<file path="src/rtl/pinmux_pkg.sv">
package pinmux_pkg;

    localparam int unsigned DW    = 32;
    localparam int unsigned AW    = 8;
    localparam int unsigned SRC_W = 3;

    localparam logic [AW-1:0] OFF_LED  = 8'h10;
    localparam logic [AW-1:0] OFF_MODE = 8'h18;
    localparam logic [AW-1:0] OFF_CTRL = 8'h1C;
    localparam logic [AW-1:0] OFF_GRP  = 8'h38;

    // group override bit positions
    localparam int unsigned GB_WIDE = 2;
    localparam int unsigned GB_P35  = 4;
    localparam int unsigned GB_P8   = 5;
    localparam int unsigned GB_P10  = 6;
    localparam int unsigned GB_P12  = 7;
    localparam int unsigned GB_P24  = 8;
    localparam int unsigned GB_P26  = 9;

    typedef enum logic [SRC_W-1:0] {
        SRC_GPIO = 3'd0,
        SRC_LED  = 3'd1,
        SRC_ALT  = 3'd2,
        SRC_SEC  = 3'd3,
        SRC_GRP  = 3'd4
    } src_e;

    typedef struct packed {
        logic [DW-1:0] led;
        logic [DW-1:0] mode;
        logic [DW-1:0] ctrl;
        logic [DW-1:0] grp;
    } cfg_t;

    // Is this pin claimed by any of its covering group bits?
    function automatic logic group_claim(input int unsigned pin, input logic [DW-1:0] g);
        logic c;
        c = 1'b0;
        if ((pin >= 2 && pin <= 7) || (pin >= 24 && pin <= 31)) c = c | g[GB_WIDE];
        if (pin == 8  || pin == 9)  c = c | g[GB_P8];
        if (pin == 10 || pin == 11) c = c | g[GB_P10];
        if (pin == 12 || pin == 13) c = c | g[GB_P12];
        if (pin == 24 || pin == 25) c = c | g[GB_P24];
        if (pin == 26 || pin == 27) c = c | g[GB_P26];
        if (pin == 35)              c = c | g[GB_P35];
        return c;
    endfunction

endpackage

</file>
<file path="src/rtl/pinmux_regs.sv">
module pinmux_regs
    import pinmux_pkg::*;
#(
    parameter int unsigned SEC_PINS = 20
) (
    input  logic          clk,
    input  logic          rst_n,
    input  logic          bus_wr,
    input  logic          bus_rd,
    input  logic [AW-1:0] bus_addr,
    input  logic [DW-1:0] bus_wdata,
    output logic [DW-1:0] bus_rdata,
    output cfg_t          cfg_o
);

    localparam logic [DW-1:0] CTRL_RST = DW'((64'd1 << SEC_PINS) - 64'd1);
    localparam cfg_t CFG_RST = '{led: '0, mode: '0, ctrl: CTRL_RST, grp: '0};

    cfg_t cfg_d, cfg_q;

    always_comb begin
        cfg_d = cfg_q;
        if (bus_wr) begin
            case (bus_addr)
                OFF_LED:  cfg_d.led  = bus_wdata;
                OFF_MODE: cfg_d.mode = bus_wdata;
                OFF_CTRL: cfg_d.ctrl = bus_wdata;
                OFF_GRP:  cfg_d.grp  = bus_wdata;
                default:  ;
            endcase
        end
    end

    always_comb begin
        bus_rdata = '0;
        if (bus_rd) begin
            case (bus_addr)
                OFF_LED:  bus_rdata = cfg_q.led;
                OFF_MODE: bus_rdata = cfg_q.mode;
                OFF_CTRL: bus_rdata = cfg_q.ctrl;
                OFF_GRP:  bus_rdata = cfg_q.grp;
                default:  bus_rdata = '0;
            endcase
        end
    end

    always_ff @(posedge clk or negedge rst_n) begin
        if (!rst_n) cfg_q <= CFG_RST;
        else        cfg_q <= cfg_d;
    end

    assign cfg_o = cfg_q;

    logic addr_known;
    assign addr_known = (bus_addr == OFF_LED) || (bus_addr == OFF_MODE) ||
                        (bus_addr == OFF_CTRL) || (bus_addr == OFF_GRP);

    p_mode_write_lands_r2: assert property (@(posedge clk) disable iff (!rst_n)
        (bus_wr && bus_addr == OFF_MODE) |=> (cfg_q.mode == $past(bus_wdata)))
        else $error("mode write not stored");

    p_grp_write_lands_r2: assert property (@(posedge clk) disable iff (!rst_n)
        (bus_wr && bus_addr == OFF_GRP) |=> (cfg_q.grp == $past(bus_wdata)))
        else $error("group write not stored");

    p_undef_write_ignored_r2: assert property (@(posedge clk) disable iff (!rst_n)
        (bus_wr && !addr_known) |=> $stable(cfg_q))
        else $error("write to undefined offset changed state");

endmodule

</file>
<file path="src/rtl/pinmux_owner.sv">
module pinmux_owner
    import pinmux_pkg::*;
#(
    parameter int unsigned NUM_PINS  = 52,
    parameter int unsigned BANK_PINS = 32,
    parameter int unsigned LED_PINS  = 24
) (
    input  logic                           clk,
    input  logic                           rst_n,
    input  cfg_t                           cfg,
    output logic [NUM_PINS-1:0][SRC_W-1:0] src_o
);

    for (genvar p = 0; p < NUM_PINS; p++) begin : g_pin
        logic claim;
        src_e sel;
        assign claim    = group_claim(p, cfg.grp);
        assign src_o[p] = sel;

        if (p < BANK_PINS) begin : g_bank1
            logic led_sel;
            if (p < LED_PINS) begin : g_led
                assign led_sel = cfg.led[p];
            end else begin : g_noled
                assign led_sel = 1'b0;
            end

            always_comb begin
                if (claim)            sel = SRC_GRP;
                else if (cfg.mode[p]) sel = SRC_ALT;
                else if (led_sel)     sel = SRC_LED;
                else                  sel = SRC_GPIO;
            end

            p_no_sec_first_bank_r5: assert property (@(posedge clk) disable iff (!rst_n)
                src_o[p] != SRC_SEC)
                else $error("secondary code on first-bank pin %0d", p);

            if (p >= LED_PINS) begin : g_chk_led
                p_led_limited_r4: assert property (@(posedge clk) disable iff (!rst_n)
                    src_o[p] != SRC_LED)
                    else $error("LED code on pin %0d", p);
            end
        end else begin : g_bank2
            always_comb begin
                if (claim)                        sel = SRC_GRP;
                else if (!cfg.ctrl[p-BANK_PINS])  sel = SRC_SEC;
                else                              sel = SRC_GPIO;
            end

            p_bank2_codes_r5: assert property (@(posedge clk) disable iff (!rst_n)
                (src_o[p] != SRC_ALT) && (src_o[p] != SRC_LED))
                else $error("illegal code on second-bank pin %0d", p);
        end

        p_src_legal_r9: assert property (@(posedge clk) disable iff (!rst_n)
            src_o[p] <= SRC_GRP)
            else $error("undefined source code on pin %0d", p);
    end

endmodule

</file>
<file path="src/rtl/pinmux_pad.sv">
module pinmux_pad
    import pinmux_pkg::*;
#(
    parameter int unsigned NUM_PINS  = 52,
    parameter int unsigned BANK_PINS = 32,
    parameter int unsigned LED_PINS  = 24,
    localparam int unsigned SEC_PINS = NUM_PINS - BANK_PINS
) (
    input  logic                           clk,
    input  logic                           rst_n,
    input  logic [NUM_PINS-1:0][SRC_W-1:0] src,
    input  logic [NUM_PINS-1:0]            gpio_out,
    input  logic [NUM_PINS-1:0]            gpio_oe,
    input  logic [LED_PINS-1:0]            led_out,
    input  logic [BANK_PINS-1:0]           alt_out,
    input  logic [BANK_PINS-1:0]           alt_oe,
    input  logic [SEC_PINS-1:0]            sec_out,
    input  logic [SEC_PINS-1:0]            sec_oe,
    input  logic [NUM_PINS-1:0]            grp_out,
    input  logic [NUM_PINS-1:0]            grp_oe,
    input  logic [NUM_PINS-1:0]            pad_in,
    output logic [NUM_PINS-1:0]            pad_out,
    output logic [NUM_PINS-1:0]            pad_oe,
    output logic [BANK_PINS-1:0]           alt_in,
    output logic [SEC_PINS-1:0]            sec_in,
    output logic [NUM_PINS-1:0]            grp_in
);

    for (genvar p = 0; p < NUM_PINS; p++) begin : g_pin
        logic led_o, alt_o, alt_e, sec_o, sec_e;

        if (p < BANK_PINS) begin : g_bank1
            assign alt_o     = alt_out[p];
            assign alt_e     = alt_oe[p];
            assign sec_o     = 1'b0;
            assign sec_e     = 1'b0;
            assign alt_in[p] = pad_in[p] & (src[p] == SRC_ALT);

            p_alt_in_gated_r10: assert property (@(posedge clk) disable iff (!rst_n)
                (src[p] != SRC_ALT) |-> (alt_in[p] == 1'b0))
                else $error("alternate input leaks on pin %0d", p);
        end else begin : g_bank2
            assign alt_o = 1'b0;
            assign alt_e = 1'b0;
            assign sec_o = sec_out[p-BANK_PINS];
            assign sec_e = sec_oe[p-BANK_PINS];
            assign sec_in[p-BANK_PINS] = pad_in[p] & (src[p] == SRC_SEC);
        end

        if (p < LED_PINS) begin : g_led
            assign led_o = led_out[p];
        end else begin : g_noled
            assign led_o = 1'b0;
        end

        always_comb begin
            case (src[p])
                SRC_LED: begin pad_out[p] = led_o;      pad_oe[p] = 1'b1;       end
                SRC_ALT: begin pad_out[p] = alt_o;      pad_oe[p] = alt_e;      end
                SRC_SEC: begin pad_out[p] = sec_o;      pad_oe[p] = sec_e;      end
                SRC_GRP: begin pad_out[p] = grp_out[p]; pad_oe[p] = grp_oe[p];  end
                default: begin pad_out[p] = gpio_out[p]; pad_oe[p] = gpio_oe[p]; end
            endcase
        end

        assign grp_in[p] = pad_in[p] & (src[p] == SRC_GRP);

        p_led_drives_r9: assert property (@(posedge clk) disable iff (!rst_n)
            (src[p] == SRC_LED) |-> pad_oe[p])
            else $error("LED-owned pin %0d not enabled", p);
    end

endmodule

</file>
<file path="src/rtl/pinmux_ctrl.sv">
module pinmux_ctrl
    import pinmux_pkg::*;
#(
    parameter int unsigned NUM_PINS  = 52,
    parameter int unsigned BANK_PINS = 32,
    parameter int unsigned LED_PINS  = 24,
    localparam int unsigned SEC_PINS = NUM_PINS - BANK_PINS
) (
    input  logic                      clk,
    input  logic                      rst_n,
    input  logic                      bus_wr,
    input  logic                      bus_rd,
    input  logic [7:0]                bus_addr,
    input  logic [31:0]               bus_wdata,
    output logic [31:0]               bus_rdata,
    input  logic [NUM_PINS-1:0]       gpio_out,
    input  logic [NUM_PINS-1:0]       gpio_oe,
    input  logic [LED_PINS-1:0]       led_out,
    input  logic [BANK_PINS-1:0]      alt_out,
    input  logic [BANK_PINS-1:0]      alt_oe,
    input  logic [SEC_PINS-1:0]       sec_out,
    input  logic [SEC_PINS-1:0]       sec_oe,
    input  logic [NUM_PINS-1:0]       grp_out,
    input  logic [NUM_PINS-1:0]       grp_oe,
    input  logic [NUM_PINS-1:0]       pad_in,
    output logic [NUM_PINS-1:0]       pad_out,
    output logic [NUM_PINS-1:0]       pad_oe,
    output logic [NUM_PINS*SRC_W-1:0] pad_src,
    output logic [NUM_PINS-1:0]       gpio_in,
    output logic [BANK_PINS-1:0]      alt_in,
    output logic [SEC_PINS-1:0]       sec_in,
    output logic [NUM_PINS-1:0]       grp_in
);

    cfg_t                           cfg;
    logic [NUM_PINS-1:0][SRC_W-1:0] src;

    pinmux_regs #(.SEC_PINS(SEC_PINS)) u_regs (
        .clk       (clk),
        .rst_n     (rst_n),
        .bus_wr    (bus_wr),
        .bus_rd    (bus_rd),
        .bus_addr  (bus_addr),
        .bus_wdata (bus_wdata),
        .bus_rdata (bus_rdata),
        .cfg_o     (cfg)
    );

    pinmux_owner #(.NUM_PINS(NUM_PINS), .BANK_PINS(BANK_PINS), .LED_PINS(LED_PINS)) u_owner (
        .clk   (clk),
        .rst_n (rst_n),
        .cfg   (cfg),
        .src_o (src)
    );

    pinmux_pad #(.NUM_PINS(NUM_PINS), .BANK_PINS(BANK_PINS), .LED_PINS(LED_PINS)) u_pad (
        .clk      (clk),
        .rst_n    (rst_n),
        .src      (src),
        .gpio_out (gpio_out),
        .gpio_oe  (gpio_oe),
        .led_out  (led_out),
        .alt_out  (alt_out),
        .alt_oe   (alt_oe),
        .sec_out  (sec_out),
        .sec_oe   (sec_oe),
        .grp_out  (grp_out),
        .grp_oe   (grp_oe),
        .pad_in   (pad_in),
        .pad_out  (pad_out),
        .pad_oe   (pad_oe),
        .alt_in   (alt_in),
        .sec_in   (sec_in),
        .grp_in   (grp_in)
    );

    assign pad_src = src;
    assign gpio_in = pad_in;

    // group claims seen from the register state through to the reported codes
    p_pin35_claimed_r6: assert property (@(posedge clk) disable iff (!rst_n)
        cfg.grp[GB_P35] |-> (pad_src[35*SRC_W +: SRC_W] == SRC_GRP))
        else $error("pin 35 not claimed");

    p_pin24_overlap_r7: assert property (@(posedge clk) disable iff (!rst_n)
        (cfg.grp[GB_WIDE] || cfg.grp[GB_P24]) |-> (pad_src[24*SRC_W +: SRC_W] == SRC_GRP))
        else $error("pin 24 released while covered");

    p_pin27_overlap_r7: assert property (@(posedge clk) disable iff (!rst_n)
        (cfg.grp[GB_WIDE] || cfg.grp[GB_P26]) |-> (pad_src[27*SRC_W +: SRC_W] == SRC_GRP))
        else $error("pin 27 released while covered");

endmodule

</file>
<file path="config.mk">
export PLATFORM = sky130hd
export DESIGN_NAME = pinmux_ctrl
export DESIGN_NICKNAME = d
export VERILOG_FILES = /design/src/rtl/pinmux_pkg.sv /design/src/rtl/pinmux_regs.sv /design/src/rtl/pinmux_owner.sv /design/src/rtl/pinmux_pad.sv /design/src/rtl/pinmux_ctrl.sv
export SDC_FILE = /design/constraint.sdc
export NUM_CORES = 1
export LEC_CHECK = 0
export ABC_AREA = 0
export BUFFER_PORTS_ARGS = -buffer_cell sky130_fd_sc_hd__buf_2
export CAP_MARGIN = 10
export CELL_PAD_IN_SITES_DETAIL_PLACEMENT = 1
export CELL_PAD_IN_SITES_GLOBAL_PLACEMENT = 1
export CORE_AREA = 2 2 338 340
export DETAILED_ROUTE_END_ITERATION = 16
export DIE_AREA = 0 0 340 342
export HOLD_SLACK_MARGIN = 0.03
export PLACE_DENSITY_LB_ADDON = 0.1
export SLEW_MARGIN = 20
export SYNTH_ARGS = -nofsm -noshare
export SYNTH_HDL_FRONTEND = slang
export SYNTH_SLANG_ARGS = --single-unit
</file>
<file path="constraint.sdc">
create_clock -name clk -period 3.38 [get_ports clk]
set_input_delay 0.338 -clock clk [delete_from_list [all_inputs] [get_ports clk]]
set_output_delay 0.338 -clock clk [all_outputs]
set_load 0.05 [all_outputs]
</file>
Word-level counts from Yosys, hierarchy flattened
Index checks and enable logic that the tools add are counted.

Word-level logic and storage cells: 557. Output and inout bits: 448. Flip-flop bits (word level): 128.

Multiplexer cells: 203. Reductions and logical operators: 32. Bitwise logic cells: 106. Equal/unequal tests: 212.

Operators with widths (count): 1-bit one-hot mux with 4 select lines (76); 3-bit by 2-bit == test with 1-bit output, second input constant (56); 32-bit one-hot mux with 4 select lines (1); 3-bit two-way mux (35); 1-bit AND (104); 2-bit == test, second input constant (48); 3-bit by 1-bit == test with 1-bit output, second input constant (28); 3-bit == test, second input constant (28); 1-bit one-hot mux with 3 select lines (28); 2-bit two-way mux (38); 2-bit by 3-bit == test with 1-bit output, second input constant (24); 2-bit OR reduction (28); 2-bit by 1-bit == test with 1-bit output, second input constant (24); 32-bit two-way mux (1); 8-bit by 5-bit == test with 1-bit output, second input constant (3); 1-bit two-way mux (24); 8-bit by 6-bit == test with 1-bit output, second input constant (1); 2-bit AND reduction (4); 1-bit bitwise OR (2).

Logic depth before layout (Yosys ltp)
Gate-level depths: netlist of run 1.

Depth in word-level cells: 5. Depth in mapped cells: 6.

Hierarchy
A second synthesis of run 1 with hierarchy kept.

Cell total of the unflattened synthesis: 1502. Area total of the unflattened synthesis: 13088.8 um^2.

Modules (own cells, without submodules): pinmux_pad (instances 1, cells an instance 890, seq. area each 0.0 um^2, area each 5938.2 um^2); pinmux_regs (instances 1, cells an instance 399, seq. area each 3228.1 um^2, area each 5657.9 um^2); pinmux_owner (instances 1, cells an instance 161, seq. area each 0.0 um^2, area each 1102.3 um^2); pinmux_ctrl (instances 1, cells an instance 52, seq. area each 0.0 um^2, area each 390.4 um^2).

Worst setup path before layout of run 1
No wires, ideal clock.

Path type: in2out. Start: in bus_addr[5]. End: out bus_rdata[10]. Cell stages on the path: 4. Arrival time: 3.542 ns. Buffers on the path: 2. Slack: -0.500 ns. Required time: 3.042 ns. Path through: buf_4 > maj3_1 > clkbuf_1 > a2111oi_0.

Longest elaborated chain between the ends: 3. Elaborated cells on any way between the ends: 6. Classes of those cells: eq/ne (4); mux (2).

Ends and longest elaborated chain: start: declaration (RTL line pinmux_ctrl.sv:13) `input logic [7:0] bus_addr,`; 8-bit by 6-bit == test with 1-bit output or 8-bit by 5-bit == test with 1-bit output (tied branches); 32-bit one-hot mux with 4 select lines * (RTL line pinmux_regs.sv:37) `case (bus_addr)`; 32-bit two-way mux * (RTL line pinmux_regs.sv:36) `if (bus_rd) begin`; end: declaration (RTL line pinmux_ctrl.sv:15) `output logic [31:0] bus_rdata,`.

Mark *: on every way between the ends. The rest lies on a longest branch, timed or not.

Worst setup path after layout of run 1
Start: reg u_regs.cfg_q (netlist bit u_regs.cfg_o[42]). End: out bus_rdata[10].

Longest elaborated chain between the ends: 2.

Ends and longest elaborated chain: start: declaration (RTL line pinmux_regs.sv:19) `cfg_t cfg_d, cfg_q;`; start signal: assignment (RTL line pinmux_regs.sv:49) `else cfg_q <= cfg_d;`; 32-bit one-hot mux with 4 select lines (RTL line pinmux_regs.sv:37); 32-bit two-way mux (RTL line pinmux_regs.sv:36).

No other way between the ends.

==> impl_metrics.csv, run 1 <==
group,metric,value,unit
outcome,status,"finished, final reports clean",
synthesis,ys.flop_type,"dfrtp_1",
cells_and_area,seq_area,3229,sq um
cts,cts_hold_buf,1,
routing,via_count,10680,
global_routing,grt_pass1_vias,11320,
synthesis,synth_edf_count,0,
cells_and_area,fin_util,0.1414,
synthesis,synthCells,1105,
routing,drt_wl_total,60680,microns
synthesis,yosysUniqueCellTypes,33,
cells_and_area,drive_gt1_frac,0.5620,
global_routing,grt_usage,0.1009,
cells_and_area,multi_input_area,5892,sq um
sta,tns,0,ns
global_routing,grt_max_degree,64,
sta,fin_ws,0.4434,ns
cts,root_buffer,"clkbuf_16",
sta,finalCritPeriodShare,0.8688,
cells_and_area,final_nets,2170,
critical_path,setup.worst_path.start,"u_regs.cfg_o[42]",
placement,pre_cts_slack,0.4090,ns
sta,min_period,2.937,ns
cells_and_area,final_cell_mix,"733 x buf_2, 136 x mux2_2, 107 x dfrtp_1",
synthesis,synth-simple-area-share,0.1795,
cts,clk_pin_slew_worst_paths,0.07,ns
pwr,p_leak,7.723,nW
critical_path,path_class,"reg -> out",
floorplanning,rows,124,
cts,clock_sinks,128,
global_routing,antenna_found_initial,11,
sta,finalHoldWorstSlack,0.1152,ns
synthesis,postSynthRegisterBits,128,
placement,dp_hpwl,48020,microns
cts,cts_resized,0,
floorplanning,initial_core_util,0.09326,
routing,wl_per_cell,18.59,microns
critical_path,cp.required,3.04,ns
critical_path,reg2reg_to,"u_regs.cfg_o[5]",
synthesis,syn_avg_cell_area,9.545,sq um
floorplanning,io_pins,880,
cts,htreeDepth,4,
critical_path,r2r_start,"u_regs.cfg_o[5]",
pwr,finalPower,5.635,mW
cells_and_area,fin_cells,3264,
cells_and_area,final_common_cell,"buf_2",
synthesis,synth-adder-area-share,0.0009490,
critical_path,startpoint_type,"flop",
synthesis,ys_seq_area_frac,0.3060,
placement,dp.cells,3230,
placement,dpl_cell_area,15410,sq um
cts,cts_setup_buffers,0,
sta,fmax,340.5,MHz
sta,worst_pin_slew,0.9534,ns
routing,drc,0,
floorplanning,coreArea,113100,sq um
critical_path,worstPathArrival,2.60,ns
sta,clock-skew-final,0,ns
cells_and_area,area_delta_synth_final,51.64,%
critical_path,crit_path_end_kind,"output port",
worst_hold_path,hold_path.class,"in -> reg",
cells_and_area,final_area,15990,sq um
placement,gp_congestion,0.8013,
routing,drtIter0Drc,236,
synthesis,syn-cell-area,10550,sq um
critical_path,reg2reg_depth,1,
placement,io_buffers,747,
pwr,powerDensity,352.3,nW/um^2
sta,setup_viol,0,
synthesis,synth_warnings,0,
sta,slew_viol_final,0,
cells_and_area,largest_register_ffs,128,
critical_path,rrSetupSlack,2.29,ns
global_routing,grt-ovfl-total,0,
cts,cts_tree,"built",
sta,slew_headroom,0.3480,
worst_hold_path,hp-start,"bus_wdata[5]",
synthesis,async_flop_share,1.000,
global_routing,grt_pass1_wl,84300,microns
critical_path,crit_path_end,"bus_rdata[10]",
floorplanning,die_area,116300,sq um
cts,clockBufferDepth,2,
floorplanning,die_x,340,microns
synthesis,synth_top_family_by_area,"multiplexers",
floorplanning,die_y,342,microns
cts,cts_buffers,17,
job,drv_cap,0,
cts,clkLatencyLatePin,0.47,ns
pwr,irDropWorstVdd,297.1,uV
sta,final_hold_viol_count,0,
synthesis,synth-xor-area-share,0,
sta,rsz0062_at_grt,"false",
synthesis,synth-compound-area-share,0.08517,
cells_and_area,fill_cells,13490,
routing,viasPerCell,3.273,
critical_path,crit_path_max_fanout,6,
synthesis,synth.area.mux_share,0.2641,
routing,drt_first_pass_iters,4,
routing,antenna_left,0,
## cells by family (layout without fill, tap and decap cells)
| kind of cell | after synthesis | after routing |
|---|---|---|
| simple gates | 328 | 328 |
| buf+inv | 265 | 842 |
| mux | 252 | 252 |
| compound gates | 130 | 130 |
| flops | 128 | 128 |
| fa+ha+maj | 1 | 1 |
| other cells | 1 | 71 |
## per-layer routing
layer,vias up,track usage,share of wire
li1,4942,-,-
met1,5272,0.1150,0.40
met2,421,0.1882,0.53
met3,37,0.02530,0.056
met4,10,0.02148,0.0097
met5,-,0,0.0011
## how the worst min path moves through the flow
stage,to,slack [ns],cells past startpoint
2_1_floorplan,u_regs.cfg_o[0],0.04,0
3_3_place_gp,u_regs.cfg_o[68],0.27,1
3_5_place_dp,u_regs.cfg_o[68],0.27,1
4_1_cts,u_regs.cfg_o[101],0.06,2
5_1_grt,u_regs.cfg_o[38],0.09,2
6_report,u_regs.cfg_o[37],0.12,2
## Yosys cell counts, types with 2 or more instances
master     count  area (sq um)
buf_1          2         7.510
clkbuf_1      31         116.4
dfrtp_1      108          2703
nand3_1       32         160.2
nor3_1        12         60.06
a2111oi_1     14         140.1
and3_1        36         225.2
buf_4        189          1419
mux2_1        74         833.3
dfstp_2       20         525.5
mux2_2       136          1531
o21ai_0       46         230.2
a21oi_1        8         40.04
and2_1        51         319.1
o211ai_1      32         240.2
nor2_1        24         90.09
inv_1         23         86.33
a2111oi_0     18         157.7
mux2i_1       42         420.4
nor3b_1       44         330.3
o31ai_1       12         90.09
nor2b_1       63         394.1
buf_2         20         100.1
nand4_2        2         25.02
nand2_1       58         217.7
## worst max-delay path, cell delays in order (launching register included)
cell       delay, ns
dfstp_2         0.61
and3_1          0.17
o211ai_1        0.09
a2111oi_0       0.85
buf_4           0.25
buf_12          0.13
## report_power, final
part           internal [mW]  switching, mW  total (mW)
clock network           1.03          0.881        1.91
registers               1.61          0.132        1.75
logic                  0.532           1.44        1.98
total                   3.18           2.46        5.64
## layout make-up
class / count / share of cell area
multi-input cells: 781 / 0.3684
clock buffers: 17 / 0.02660
clock inverters: 15 / 0.009309
repair buffers: 787 / 0.2700
flip-flops and latches: 128 / 0.2019
well taps: 1512 / 0.1183
inverters: 23 / 0.005398
diodes: 1 / 0.0001565
Power figures use the tool's default switching activity.
==> run 2: changes to the inputs <==
--- a/config.mk
+++ b/config.mk
@@ -18,4 +18,5 @@
 export SLEW_MARGIN = 20
 export SYNTH_ARGS = -nofsm -noshare
 export SYNTH_HDL_FRONTEND = slang
+export SYNTH_HIERARCHICAL = 1
 export SYNTH_SLANG_ARGS = --single-unit
==> constraint.sdc (replaced) <==
create_clock -name clk -period 3.38 [get_ports clk]
set_input_delay 0.507 -clock clk [delete_from_list [all_inputs] [get_ports clk]]
set_output_delay 0.507 -clock clk [all_outputs]
set_load 0.05 [all_outputs]
==> impl_metrics.csv, run 2 <==
group,metric,value,unit
routing,via_count,14650,
cells_and_area,final_area,19360,sq um
placement,io_buffers,809,
global_routing,grt-ovfl-total,0,
cells_and_area,area_delta_synth_final,47.92,%
synthesis,syn-cell-area,13090,sq um
pwr,power_frac_comb,0.409,
sta,min_period,3.127,ns
floorplanning,rows,124,
routing,wl_per_cell,20.44,microns
placement,gp_congestion,0.8172,
pwr,seq_power_share,0.272,
synthesis,synth_top_area_frac,0.2065,
global_routing,antenna_found_initial,31,
synthesis,ys.flop_type,"dfrtp_1",
cells_and_area,fin_cells,3728,
synthesis,synth_warnings,6,
floorplanning,io_pins,880,
cts,clock_sinks,128,
global_routing,grt_max_degree,80,
cells_and_area,final_cell_mix,"783 x buf_2, 128 x mux2_1, 121 x nor2_1",
synthesis,syn_avg_cell_area,8.714,sq um
floorplanning,initial_core_util,0.1157,
placement,dpl_cell_area,18680,sq um
floorplanning,coreArea,113100,sq um
cts,root_buffer,"clkbuf_16",
placement,dp_hpwl,62740,microns
job,drv_cap,0,
synthesis,yosysUniqueCellTypes,48,
synthesis,async_flop_share,1.000,
sta,setup_viol,0,
routing,viasPerCell,3.930,
synthesis,ys_seq_area_frac,0.2466,
synthesis,yosysMostFrequentCell,"buf_4",
routing,drc,0,
pwr,p_leak,9.372,nW
global_routing,grt_pass1_wl,107800,microns
critical_path,path_class,"reg -> out",
pwr,powerDensity,325.0,nW/um^2
outcome,status,"complete, but fails checks",
routing,drt_first_pass_iters,5,
synthesis,postSynthRegisterBits,128,
floorplanning,die_y,342,microns
cells_and_area,final_common_cell,"buf_2",
worst_hold_path,hold_path.class,"in -> reg",
cts,clk_pin_slew_worst_paths,0.07,ns
critical_path,crit_path_max_fanout,37,
pwr,p_int,3.554,mW
cells_and_area,fill_cells,13500,
floorplanning,die_x,340,microns
critical_path,cp.required,2.87,ns
cells_and_area,final_nets,2619,
pwr,irDropWorstVdd,384.8,uV
sta,slew_viol_final,6,
routing,antenna_left,0,
sta,worst_pin_slew,2.096,ns
cts,clkLatencyLatePin,0.47,ns
pwr,switching_share,0.4352,
critical_path,crit_path_end_kind,"output port",
critical_path,startpoint_type,"flop",
cts,clockBufferDepth,2,
synthesis,netlist.top_cell.by_area,"dfrtp_1",
cells_and_area,largest_register_ffs,128,
sta,rsz0062_at_grt,"false",
placement,dp.cells,3679,
routing,drt_wl_total,76210,microns
cells_and_area,drive_gt1_frac,0.4336,
global_routing,grt_pass1_vias,15510,
sta,clock-skew-final,0,ns
pwr,p_sw,2.738,mW
synthesis,synth_common_cells,"148 x buf_4, 128 x mux2_1, 121 x nor2_1",
cts,cts_setup_buffers,0,
cts,htreeDepth,4,
sta,finalCritPeriodShare,0.9252,
outcome,violations,"max-slew violations",
floorplanning,die_area,116300,sq um
synthesis,synthCells,1502,
critical_path,worstPathArrival,2.62,ns
routing,drtIter0Drc,593,
cts,cts_buffers,17,
sta,final_hold_viol_count,0,
cts,cts_tree,"built",
sta,fmax,319.8,MHz
synthesis,yosys-top-cells-area,"dfrtp_1 21%, mux2_1 11%, buf_4 8.5%",
synthesis,synth_edf_count,0,
global_routing,grt_usage,0.1250,
sta,slew_headroom,-0.4164,
pwr,clkPwrFrac,0.319,
-- run 2: final timing paths --
check / startpoint / to / slack, ns / cells past startpoint
setup / recovery: u_regs/cfg_o[2] / alt_in[7] / 0.25 / 4
hold / removal: bus_wdata[19] / u_regs/cfg_o[115] / 0.28 / 2
setup reg to reg: u_regs/cfg_o[7] / u_regs/cfg_o[7] / 2.25 / 2
hold reg to reg: u_regs/cfg_o[122] / u_regs/cfg_o[122] / 0.49 / 1
max in group asynchronous: rst_n / u_regs/cfg_o[90] / 1.89 / 3
min in group asynchronous: rst_n / u_regs/cfg_o[75] / 0.60 / 2
-- run 2: cell type report --
class / count / area [sq um] / area share
sequential: 128 / 3232 / 0.1669
clock inverter: 14 / 178.9 / 0.009241
multi-input combinational: 1155 / 8569 / 0.4426
antenna: 16 / 40.04 / 0.002068
timing repair buffer: 858 / 4908 / 0.2535
tap: 1512 / 1892 / 0.09771
inverter: 27 / 101.3 / 0.005235
clock buffer: 18 / 439.2 / 0.02268
-- run 2: worst max-delay path, cell delays in order, from the launching register on --
cell      delay (ns)
dfrtp_4         0.57
buf_6           0.23
nor2b_4         0.33
nor4bb_2        0.61
buf_2           0.37
-- run 2: per-layer routing --
metal  track usage  up-vias  wire length (microns)
met1        0.1375     7186                  29430
met2        0.2335      535                  40190
met4       0.02636       26                    892
met3       0.03889       67                   5527
li1              -     6837                      -
met5             0        -                    164
-- run 2: cells by family (layout without fill, tap and decap cells) --
kind of cell / Yosys count / after routing / synth area share
simple gates: 563 / 563 / 0.2544
compound gates: 369 / 369 / 0.2196
buf+inv: 257 / 917 / 0.1268
mux: 178 / 178 / 0.1484
flops: 128 / 128 / 0.2466
xor+xnor: 6 / 6 / 0.004015
other cells: 1 / 55 / 0.0002865
-- run 2: timing repair --
action / CTS / global route
hold buffers: 1 / 0
gates cloned: 0 / 0
hold endpoints to repair: 36 / 0
setup endpoints to repair: 1 / 6
gates resized for setup: 1 / 5
-- run 2: power by group through the flow --
stage,logic [mW],clock network (mW),registers (mW)
6_report,2.57,2.01,1.71
5_1_grt,2.76,2.16,1.73
4_1_cts,2.57,2.10,1.72
3_5_place_dp,2.57,0,1.74
3_3_place_gp,2.54,0,1.75
2_1_floorplan,1.97,0,1.68
-- run 2: metrics by stage --
step | total power, mW | hold WS [ns] | setup WS (ns) | utilization | TNS (ns)
after floorplan | 3.653 | 0.2114 | -0.3539 | - | -3.474
after global placement | 4.288 | 0.4763 | 0.3002 | 0.1651 | 0
after detailed placement | 4.309 | 0.4805 | 0.3226 | 0.1651 | 0
after CTS | 6.391 | 0.2332 | 0.005223 | 0.1707 | 0
after global routing | 6.643 | 0.2609 | 0.02680 | 0.1710 | 0
final | 6.292 | 0.2836 | 0.2528 | 0.1712 | 0
